==> src/rtl/irq_cmd_pkg.sv <==
package irq_cmd_pkg;

    typedef enum logic [1:0] {
        SEQ_READY = 2'd0,
        SEQ_BASE  = 2'd1,
        SEQ_CASC  = 2'd2,
        SEQ_MODE  = 2'd3
    } seq_t;

    typedef enum logic [1:0] {
        CMD_START  = 2'd0,
        CMD_SELECT = 2'd1,
        CMD_OPER   = 2'd2
    } cmd_kind_t;

    // bit positions that software and the priority block rely on
    localparam int B_START   = 4;
    localparam int B_SELECT  = 3;
    localparam int B_NEED4   = 0;
    localparam int B_NEST    = 4;
    localparam int B_AEOI    = 1;
    localparam int B_POLL    = 2;
    localparam int B_RD_EN   = 1;
    localparam int B_RD_ISR  = 0;
    localparam int B_SM_EN   = 6;
    localparam int B_SM_VAL  = 5;
    localparam int CMD_LSB   = 5;

endpackage

==> src/rtl/irq_cmd_classify.sv <==
module irq_cmd_classify
    import irq_cmd_pkg::*;
(
    input  logic       wr_en,
    input  logic       wr_sel,
    input  logic [1:0] tag_bits,   // {start bit, select bit}
    output logic       start_wr,
    output logic       select_wr,
    output logic       oper_wr,
    output logic       data_wr
);
    cmd_kind_t kind;

    always_comb begin
        if (tag_bits[1])      kind = CMD_START;
        else if (tag_bits[0]) kind = CMD_SELECT;
        else                  kind = CMD_OPER;
    end

    always_comb begin
        start_wr  = 1'b0;
        select_wr = 1'b0;
        oper_wr   = 1'b0;
        data_wr   = wr_en && wr_sel;
        if (wr_en && !wr_sel) begin
            unique case (kind)
                CMD_START:  start_wr  = 1'b1;
                CMD_SELECT: select_wr = 1'b1;
                CMD_OPER:   oper_wr   = 1'b1;
                default:    oper_wr   = 1'b1;
            endcase
        end
    end
endmodule

==> src/rtl/irq_init_seq.sv <==
module irq_init_seq
    import irq_cmd_pkg::*;
#(
    parameter int LVL_W = 3
) (
    input  logic       clk,
    input  logic       rst,
    input  logic       start_wr,
    input  logic       data_wr,
    input  logic [7:0] wr_data,
    output logic       ready,
    output logic [7:0] vec_base,
    output logic       nested_mode,
    output logic       auto_eoi,
    output logic       init_stb
);
    localparam logic [7:0] BASE_MASK = 8'(~((1 << LVL_W) - 1));

    seq_t state, nxt;
    logic need4;

    // state register
    always_ff @(posedge clk) begin
        if (rst) state <= SEQ_READY;
        else     state <= nxt;
    end

    always_comb begin
        nxt = state;
        if (start_wr) begin
            nxt = SEQ_BASE;
        end else if (data_wr) begin
            unique case (state)
                SEQ_READY: nxt = SEQ_READY;
                SEQ_BASE:  nxt = SEQ_CASC;
                SEQ_CASC:  nxt = need4 ? SEQ_MODE : SEQ_READY;
                SEQ_MODE:  nxt = SEQ_READY;
                default:   nxt = SEQ_READY;
            endcase
        end
    end

    assign ready = (state == SEQ_READY);

    // outputs held by the sequencer
    always_ff @(posedge clk) begin
        if (rst) begin
            need4       <= 1'b0;
            vec_base    <= '0;
            nested_mode <= 1'b0;
            auto_eoi    <= 1'b0;
            init_stb    <= 1'b0;
        end else begin
            init_stb <= start_wr;
            if (start_wr) begin
                need4 <= wr_data[B_NEED4];
                if (!wr_data[B_NEED4]) begin
                    nested_mode <= 1'b0;
                    auto_eoi    <= 1'b0;
                end
            end else if (data_wr) begin
                unique case (state)
                    SEQ_BASE: vec_base <= wr_data & BASE_MASK;
                    SEQ_MODE: begin
                        nested_mode <= wr_data[B_NEST];
                        auto_eoi    <= wr_data[B_AEOI];
                    end
                    default: ;
                endcase
            end
        end
    end
endmodule

==> src/rtl/irq_op_regs.sv <==
module irq_op_regs
    import irq_cmd_pkg::*;
#(
    parameter int LVL_W = 3,
    localparam int LINES = 1 << LVL_W
) (
    input  logic             clk,
    input  logic             rst,
    input  logic             ready,
    input  logic             start_wr,
    input  logic             select_wr,
    input  logic             oper_wr,
    input  logic             data_wr,
    input  logic [7:0]       wr_data,
    input  logic             rd_en,
    input  logic             rd_sel,
    input  logic [LINES-1:0] irr_in,
    input  logic [LINES-1:0] isr_in,
    input  logic [7:0]       poll_in,
    output logic [7:0]       rd_data,
    output logic             poll_ack,
    output logic [LINES-1:0] imr,
    output logic             read_isr,
    output logic             special_mask,
    output logic             poll_armed,
    output logic             ocw2_stb,
    output logic [2:0]       ocw2_cmd,
    output logic [LVL_W-1:0] ocw2_lvl
);
    always_ff @(posedge clk) begin
        if (rst) begin
            rd_data      <= '0;
            poll_ack     <= 1'b0;
            imr          <= '0;
            read_isr     <= 1'b0;
            special_mask <= 1'b0;
            poll_armed   <= 1'b0;
            ocw2_stb     <= 1'b0;
            ocw2_cmd     <= '0;
            ocw2_lvl     <= '0;
        end else begin
            poll_ack <= 1'b0;
            ocw2_stb <= 1'b0;
            if (rd_en) begin
                if (poll_armed) begin
                    rd_data    <= poll_in;
                    poll_armed <= 1'b0;
                    poll_ack   <= 1'b1;
                end else if (rd_sel) begin
                    rd_data <= 8'(imr);
                end else begin
                    rd_data <= read_isr ? 8'(isr_in) : 8'(irr_in);
                end
            end
            if (start_wr) begin
                imr          <= '0;
                special_mask <= 1'b0;
                read_isr     <= 1'b0;
            end
            if (data_wr && ready) imr <= wr_data[LINES-1:0];
            if (select_wr) begin
                if (wr_data[B_POLL])  poll_armed   <= 1'b1;
                if (wr_data[B_RD_EN]) read_isr     <= wr_data[B_RD_ISR];
                if (wr_data[B_SM_EN]) special_mask <= wr_data[B_SM_VAL];
            end
            if (oper_wr) begin
                ocw2_stb <= 1'b1;
                ocw2_cmd <= wr_data[7:CMD_LSB];
                ocw2_lvl <= wr_data[LVL_W-1:0];
            end
        end
    end
endmodule

==> src/rtl/irq_cmd_seq.sv <==
module irq_cmd_seq #(
    parameter int LVL_W = 3,
    localparam int LINES = 1 << LVL_W
) (
    input  logic             clk,
    input  logic             rst,
    input  logic             wr_en,
    input  logic             wr_sel,
    input  logic [7:0]       wr_data,
    input  logic             rd_en,
    input  logic             rd_sel,
    input  logic [LINES-1:0] irr_in,
    input  logic [LINES-1:0] isr_in,
    input  logic [7:0]       poll_in,
    output logic [7:0]       rd_data,
    output logic             poll_ack,
    output logic [7:0]       vec_base,
    output logic [LINES-1:0] imr,
    output logic             nested_mode,
    output logic             auto_eoi,
    output logic             read_isr,
    output logic             special_mask,
    output logic             poll_armed,
    output logic             init_stb,
    output logic             ocw2_stb,
    output logic [2:0]       ocw2_cmd,
    output logic [LVL_W-1:0] ocw2_lvl
);
    logic start_wr, select_wr, oper_wr, data_wr, ready;

    irq_cmd_classify u_classify (
        .wr_en     (wr_en),
        .wr_sel    (wr_sel),
        .tag_bits  (wr_data[4:3]),
        .start_wr  (start_wr),
        .select_wr (select_wr),
        .oper_wr   (oper_wr),
        .data_wr   (data_wr)
    );

    irq_init_seq #(.LVL_W(LVL_W)) u_seq (
        .clk         (clk),
        .rst         (rst),
        .start_wr    (start_wr),
        .data_wr     (data_wr),
        .wr_data     (wr_data),
        .ready       (ready),
        .vec_base    (vec_base),
        .nested_mode (nested_mode),
        .auto_eoi    (auto_eoi),
        .init_stb    (init_stb)
    );

    irq_op_regs #(.LVL_W(LVL_W)) u_regs (
        .clk          (clk),
        .rst          (rst),
        .ready        (ready),
        .start_wr     (start_wr),
        .select_wr    (select_wr),
        .oper_wr      (oper_wr),
        .data_wr      (data_wr),
        .wr_data      (wr_data),
        .rd_en        (rd_en),
        .rd_sel       (rd_sel),
        .irr_in       (irr_in),
        .isr_in       (isr_in),
        .poll_in      (poll_in),
        .rd_data      (rd_data),
        .poll_ack     (poll_ack),
        .imr          (imr),
        .read_isr     (read_isr),
        .special_mask (special_mask),
        .poll_armed   (poll_armed),
        .ocw2_stb     (ocw2_stb),
        .ocw2_cmd     (ocw2_cmd),
        .ocw2_lvl     (ocw2_lvl)
    );
endmodule

==> config.mk <==
export PLATFORM = sky130hd
export DESIGN_NAME = irq_cmd_seq
export DESIGN_NICKNAME = d
export VERILOG_FILES = /design/src/rtl/irq_cmd_pkg.sv /design/src/rtl/irq_cmd_classify.sv /design/src/rtl/irq_init_seq.sv /design/src/rtl/irq_op_regs.sv /design/src/rtl/irq_cmd_seq.sv
export SDC_FILE = /design/constraint.sdc
export NUM_CORES = 1
export LEC_CHECK = 0
export BUFFER_PORTS_ARGS = -buffer_cell sky130_fd_sc_hd__buf_2
export CAP_MARGIN = 30
export CELL_PAD_IN_SITES_DETAIL_PLACEMENT = 1
export CELL_PAD_IN_SITES_GLOBAL_PLACEMENT = 1
export CORE_UTILIZATION = 36
export CTS_BUF_LIST = sky130_fd_sc_hd__clkbuf_4 sky130_fd_sc_hd__clkbuf_8
export DETAILED_ROUTE_END_ITERATION = 7
export PLACE_DENSITY = 0.92
export SLEW_MARGIN = 20
export SYNTH_ARGS = -nofsm -noshare
export SYNTH_HDL_FRONTEND = slang
export SYNTH_SLANG_ARGS = --single-unit
==> constraint.sdc <==
create_clock -name clk -period 2 [get_ports clk]
set_clock_uncertainty 0.1 [all_clocks]
set_input_delay 0.1 -clock clk [delete_from_list [all_inputs] [get_ports clk]]
set_output_delay 0.1 -clock clk [all_outputs]
set_load 0.01 [all_outputs]
# After elaboration in Yosys (flattened, before gate mapping)

Cells that the tools add are included.

Input bits: 38
Output and inout port bits: 38
Register bits: 38

Equal/unequal tests: 5
Muxes and demuxes: 35
Bitwise gates (word level): 2
Reductions and logical operators: 15

Operators by type and width:

| cell                                          | number |
|---|---|
| two-way mux 8 bit                             | 5 |
| two-way mux 1 bit                             | 26 |
| OR reduction 2 bit                            | 4 |
| two-way mux 2 bit                             | 3 |
| case mux 2 bit (3 select lines)               | 1 |
| AND reduction 3 bit                           | 2 |
| nonzero test 2 bit                            | 3 |
| == test 2 x 1 -> 1 bit, second input constant | 2 |
| == test 2 bit, second input constant          | 2 |
| zero test 2 bit                               | 2 |
| logical AND 1 bit                             | 3 |
| inequality test 2 bit, second input constant  | 1 |
| NOT 1 bit                                     | 2 |
| zero test 1 bit                               | 1 |

# Longest topological paths before layout

Word-level depth: 8
Gate-level depth with buffers: 5
Mapped depth without buffers: 5

# Cells and area by module

Synthesis repeated with hierarchy kept, for this count alone.

Cells, all modules: 179
Area, all modules: 1742.9 um2

By module, submodules not included:

| module           | times used | area an instance (um2) | cells each |
|---|---|---|---|
| irq_op_regs      | 1          | 1174.9                 | 121 |
| irq_init_seq     | 1          | 525.5                  | 54 |
| irq_cmd_classify | 1          | 42.5                   | 4 |

# Worst setup path before layout

Ideal clock, no wire load.

Path kind: register to register
Start: register u_seq.state[0]
End: register u_regs.imr[0]
Buffers on the path: 0
Clock period less this slack: 1.401 ns
Data arrival time: 1.241 ns
Setup slack: 0.599 ns
Stages on the path, launching flop included: 6
Path through: dfxtp_1 > inv_1 > ha_1 > mux2_2 > a21oi_4 > a22o_1

Cells in the longest elaborated chain, start to end: 3
Elaborated cells between the ends (all ways): 4
Those cells by class: mux: 1; reduce/logical: 3

RTL lines:

| item                                                    | RTL line           | RTL |
|---|---|---|
| start: declaration                                      | irq_init_seq.sv:19 | `seq_t state, nxt;` |
| start signal: assignment                                | irq_init_seq.sv:25 | `else state <= nxt;` |
| zero test 2 bit *                                       | irq_init_seq.sv:43 | `assign ready = (state == SEQ_READY);` |
| logical AND 1 bit *                                     | irq_op_regs.sv:60  | `if (data_wr && ready) imr <= wr_data[LINES-1:0];` |
| two-way mux 8 bit or nonzero test 2 bit (tied branches) | n/a                |  |
| end signal: assignment                                  | irq_op_regs.sv:60  |  |
| end: declaration                                        | irq_op_regs.sv:22  | `output logic [LINES-1:0] imr,` |

Mark *: on every way between the ends. The rest lies on a longest branch, timed or not.
A chain may end at the register's enable or synchronous reset.

# Worst setup path after layout

Start: register u_seq.state[1]
End: register u_regs.imr[3]

The elaborated chain is that of the path after synthesis.

==> impl_metrics.tcl <==
set metrics [dict create \
    synthArstFlopShare_pct 0 \
    synthCells 160 \
    ir_drop_mv 0.4409 \
    rsz0062_at_grt "no" \
    pwr-share-seq_pct 43.9 \
    ant_nets 0 \
    power.leakage_nw 1.065 \
    cts_tree "built" \
    power_mw 1.833 \
    grt_start_max_net_pins 27 \
    timing.final.crit_share_pct 79.75 \
    combPwrFrac_pct 11.9 \
    start_util_pct 37.98 \
    violations "DRC" \
    grt-ovfl-total 0 \
    drive_gt1_share_pct 40.34 \
    drt-pass1-iter-count 6 \
    crit_path_start "u_seq.state[1]" \
    max_stage_delay_ns 0.39 \
    cellPowerDensity_nw_per_um2 822.5 \
    die_area_um2 4966 \
    clkPwrFrac_pct 44.2 \
    path_buf_inv 1 \
    p_switching_mw 0.4160 \
    fin_nets 274 \
    cts-root-buf "clkbuf_8" \
    drt_wl_total_um 4954 \
    numCtsBuffers 5 \
    ios 76 \
    setup_violations 0 \
    path_max_fanout 8 \
    route.vias.total 1527 \
    yosys_warnings 0 \
    crit_family "compound AO/OA/AOI/OAI gates" \
    arrival_ns 1.73 \
    die_w_um 70.47 \
    clk_latency_ns 0.30 \
    fp.dieH_um 70.47 \
    pre_cts_slack_ns 0.4174 \
    synth_seq_area_share_pct 45.07 \
    syn_area_um2 1688 \
    switching_share_pct 22.70 \
    via_per_inst 5.358 \
    num_antenna_cells 0 \
    grt_pass1_vias 1584 \
    synth_area_leader_cell "dfxtp_1" \
    h-tree-depth 2 \
    ys_types 32 \
    cts.clk_slew.worst_paths_ns 0.08 \
    grt_use_total_pct 20.53 \
    required_ns 2.13 \
    hold_path_class "input pin to register" \
    worst_slew_pin_slew_ns 0.6727 \
    r2r_start "u_seq.state[1]" \
    final.setup.tns_ns 0 \
    grt_pass1_wl_um 7824 \
    run_status "finished, violations left" \
    fin_crit_ns 1.595 \
    synth_area_per_cell_um2 10.55 \
    maxSlewViolCount 0 \
    cp-start-kind "register" \
    grt_antenna_before_repair 0 \
    port_buffers 72 \
    synth_edf_count 0 \
    place_hpwl_um 3685 \
    ctsLongestPathBuffers 2 \
    cts_resized 0 \
    hold_slack_ns 0.01257 \
    dr.first_iter.drc_count 75 \
    path_cells "inv_1 -> ha_1 -> mux2_2 -> a21oi_4 -> a22o_1" \
    critPathKind "register to register" \
    avgRoutedWirePerCell_um 17.38 \
    utilization_pct 50.14 \
    synth_area_leaders "dfxtp_1 45%, mux2i_1 12%, mux2_2 6.0%" \
    area_growth_pct 32.02 \
    max_slew_margin_pct 55.06 \
    end_kind "register" \
    rows 24 \
    drc 14 \
    coreArea_um2 4444 \
    hold_viol_final 0 \
    timing.final.ws_setup_ns 0.4051 \
    maxCapViolations 0 \
    place.gp.congestion 0.7646 \
    hp-start "wr_data[3]" \
    netlist.area_leader.share_pct 45.07 \
    power.internal_mw 1.417 \
    fillers 530 \
    crit_slowest_cell "dfxtp_1" \
    fmax_mhz 627.0 \
    ys_seq_elements 38 \
    ys.flop_type "dfxtp_1" \
    cts_num_sinks 38 \
]
## repair_timing
| action | 4_1_cts | 5_1_grt |
|---|---|---|
| hold buffers | 4 | 0 |
| hold endpoints to repair | 6 | 0 |
| setup buffers | 0 | 0 |
## layer usage
| layer | share of wire (%) | vias up | track usage [%] |
|---|---|---|---|
| li1 | - | 721 | - |
| met1 | 43 | 743 | 24.35 |
| met2 | 49 | 57 | 36.03 |
| met3 | 6.3 | 6 | 5.483 |
| met4 | 1.0 | 0 | 6.122 |
| met5 | 0 | - | 0 |
## state kept, by name, indices dropped and copies added, names as in the netlist, 2 cells and up
| name | flops |
|---|---|
| u_seq.state | 2 |
| u_seq.vec_base | 5 |
| u_regs.imr | 8 |
| u_regs.ocw2_cmd | 3 |
| u_regs.ocw2_lvl | 3 |
| u_regs.rd_data | 8 |
## final timing paths
kind | to | slack [ns] | cells after the start
setup / recovery | u_regs.imr[3] | 0.41 | 5
hold / removal | u_regs.ocw2_stb | 0.01 | 2
setup reg to reg | u_regs.imr[3] | 0.41 | 5
hold reg to reg | u_seq.nested_mode | 0.38 | 1
## power groups by stage
stage                     Combinational, mW  Sequential, mW  Clock [mW]
after floorplan                       0.116           0.829           0
after global placement                0.202           0.820           0
after detailed placement              0.211           0.822           0
after CTS                             0.219           0.805       0.823
after global routing                  0.237           0.808       0.850
final                                 0.218           0.805       0.810
## cells in the mapped netlist, types with 2 or more instances
| master | n |
|---|---|
| mux2i_1 | 21 |
| buf_1 | 2 |
| buf_2 | 3 |
| o21ai_0 | 2 |
| nor2_1 | 16 |
| dfxtp_1 | 38 |
| mux2_2 | 9 |
| a22o_1 | 10 |
| nand3_1 | 3 |
| nand2_1 | 4 |
| o211ai_1 | 2 |
| inv_1 | 3 |
| a211oi_1 | 2 |
| buf_4 | 4 |
| clkbuf_1 | 3 |
| nor2b_1 | 2 |
| o221ai_1 | 7 |
| nand3b_1 | 2 |
| a21oi_1 | 11 |
| ha_1 | 4 |
## layout make-up
class | instances | area [µm²] | share of cell area (%)
multi-input cells | 108 | 848.3 | 38.07
flip-flops and latches | 38 | 760.7 | 34.14
repair buffers | 76 | 400.4 | 17.97
clock buffers | 6 | 82.58 | 3.706
well taps | 52 | 65.06 | 2.920
clock inverters | 2 | 60.06 | 2.695
inverters | 3 | 11.26 | 0.5053
## metrics by stage
stage	area, µm²	instances
2_1_floorplan	1695	162
3_3_place_gp	2046	273
3_5_place_dp	2046	273
4_1_cts	2228	285
5_1_grt	2228	285
6_report	2228	285
## kinds of logic after synthesis
logic type	Yosys count	synth area share (%)
AO/OA/AOI/OAI	37	16.46
multiplexers	30	18.46
other	1	0.2222
buffers and inverters	16	5.115
adder cells (fa/ha/maj)	4	2.965
AND/OR/NAND/NOR	34	11.71
flip-flops	38	45.07
## layout by cell type (no fill, tap or decap)
cell type and n:
mux2i_1 21, a211oi_1 2, nand2_1 4, o211ai_1 2, o21ai_0 2, a2bb2oi_1 1
bufinv_16 2, conb_1 3, or3b_2 1, inv_1 3, a21oi_1 11, mux2_2 9
nand3_1 3, dlygate4sd3_1 4, a22o_1 10, and4bb_2 1, nor3_1 1, nor4bb_1 1
clkbuf_8 6, nor3b_2 1, nand3b_1 2, o221ai_1 7, nor3b_1 1, nor4b_4 1
buf_2 72, ha_1 4, a311oi_1 1, a21oi_4 1, nor2_1 16, dfxtp_1 38
nor2b_1 2
Note: power is estimated with default switching activity, not from simulation.
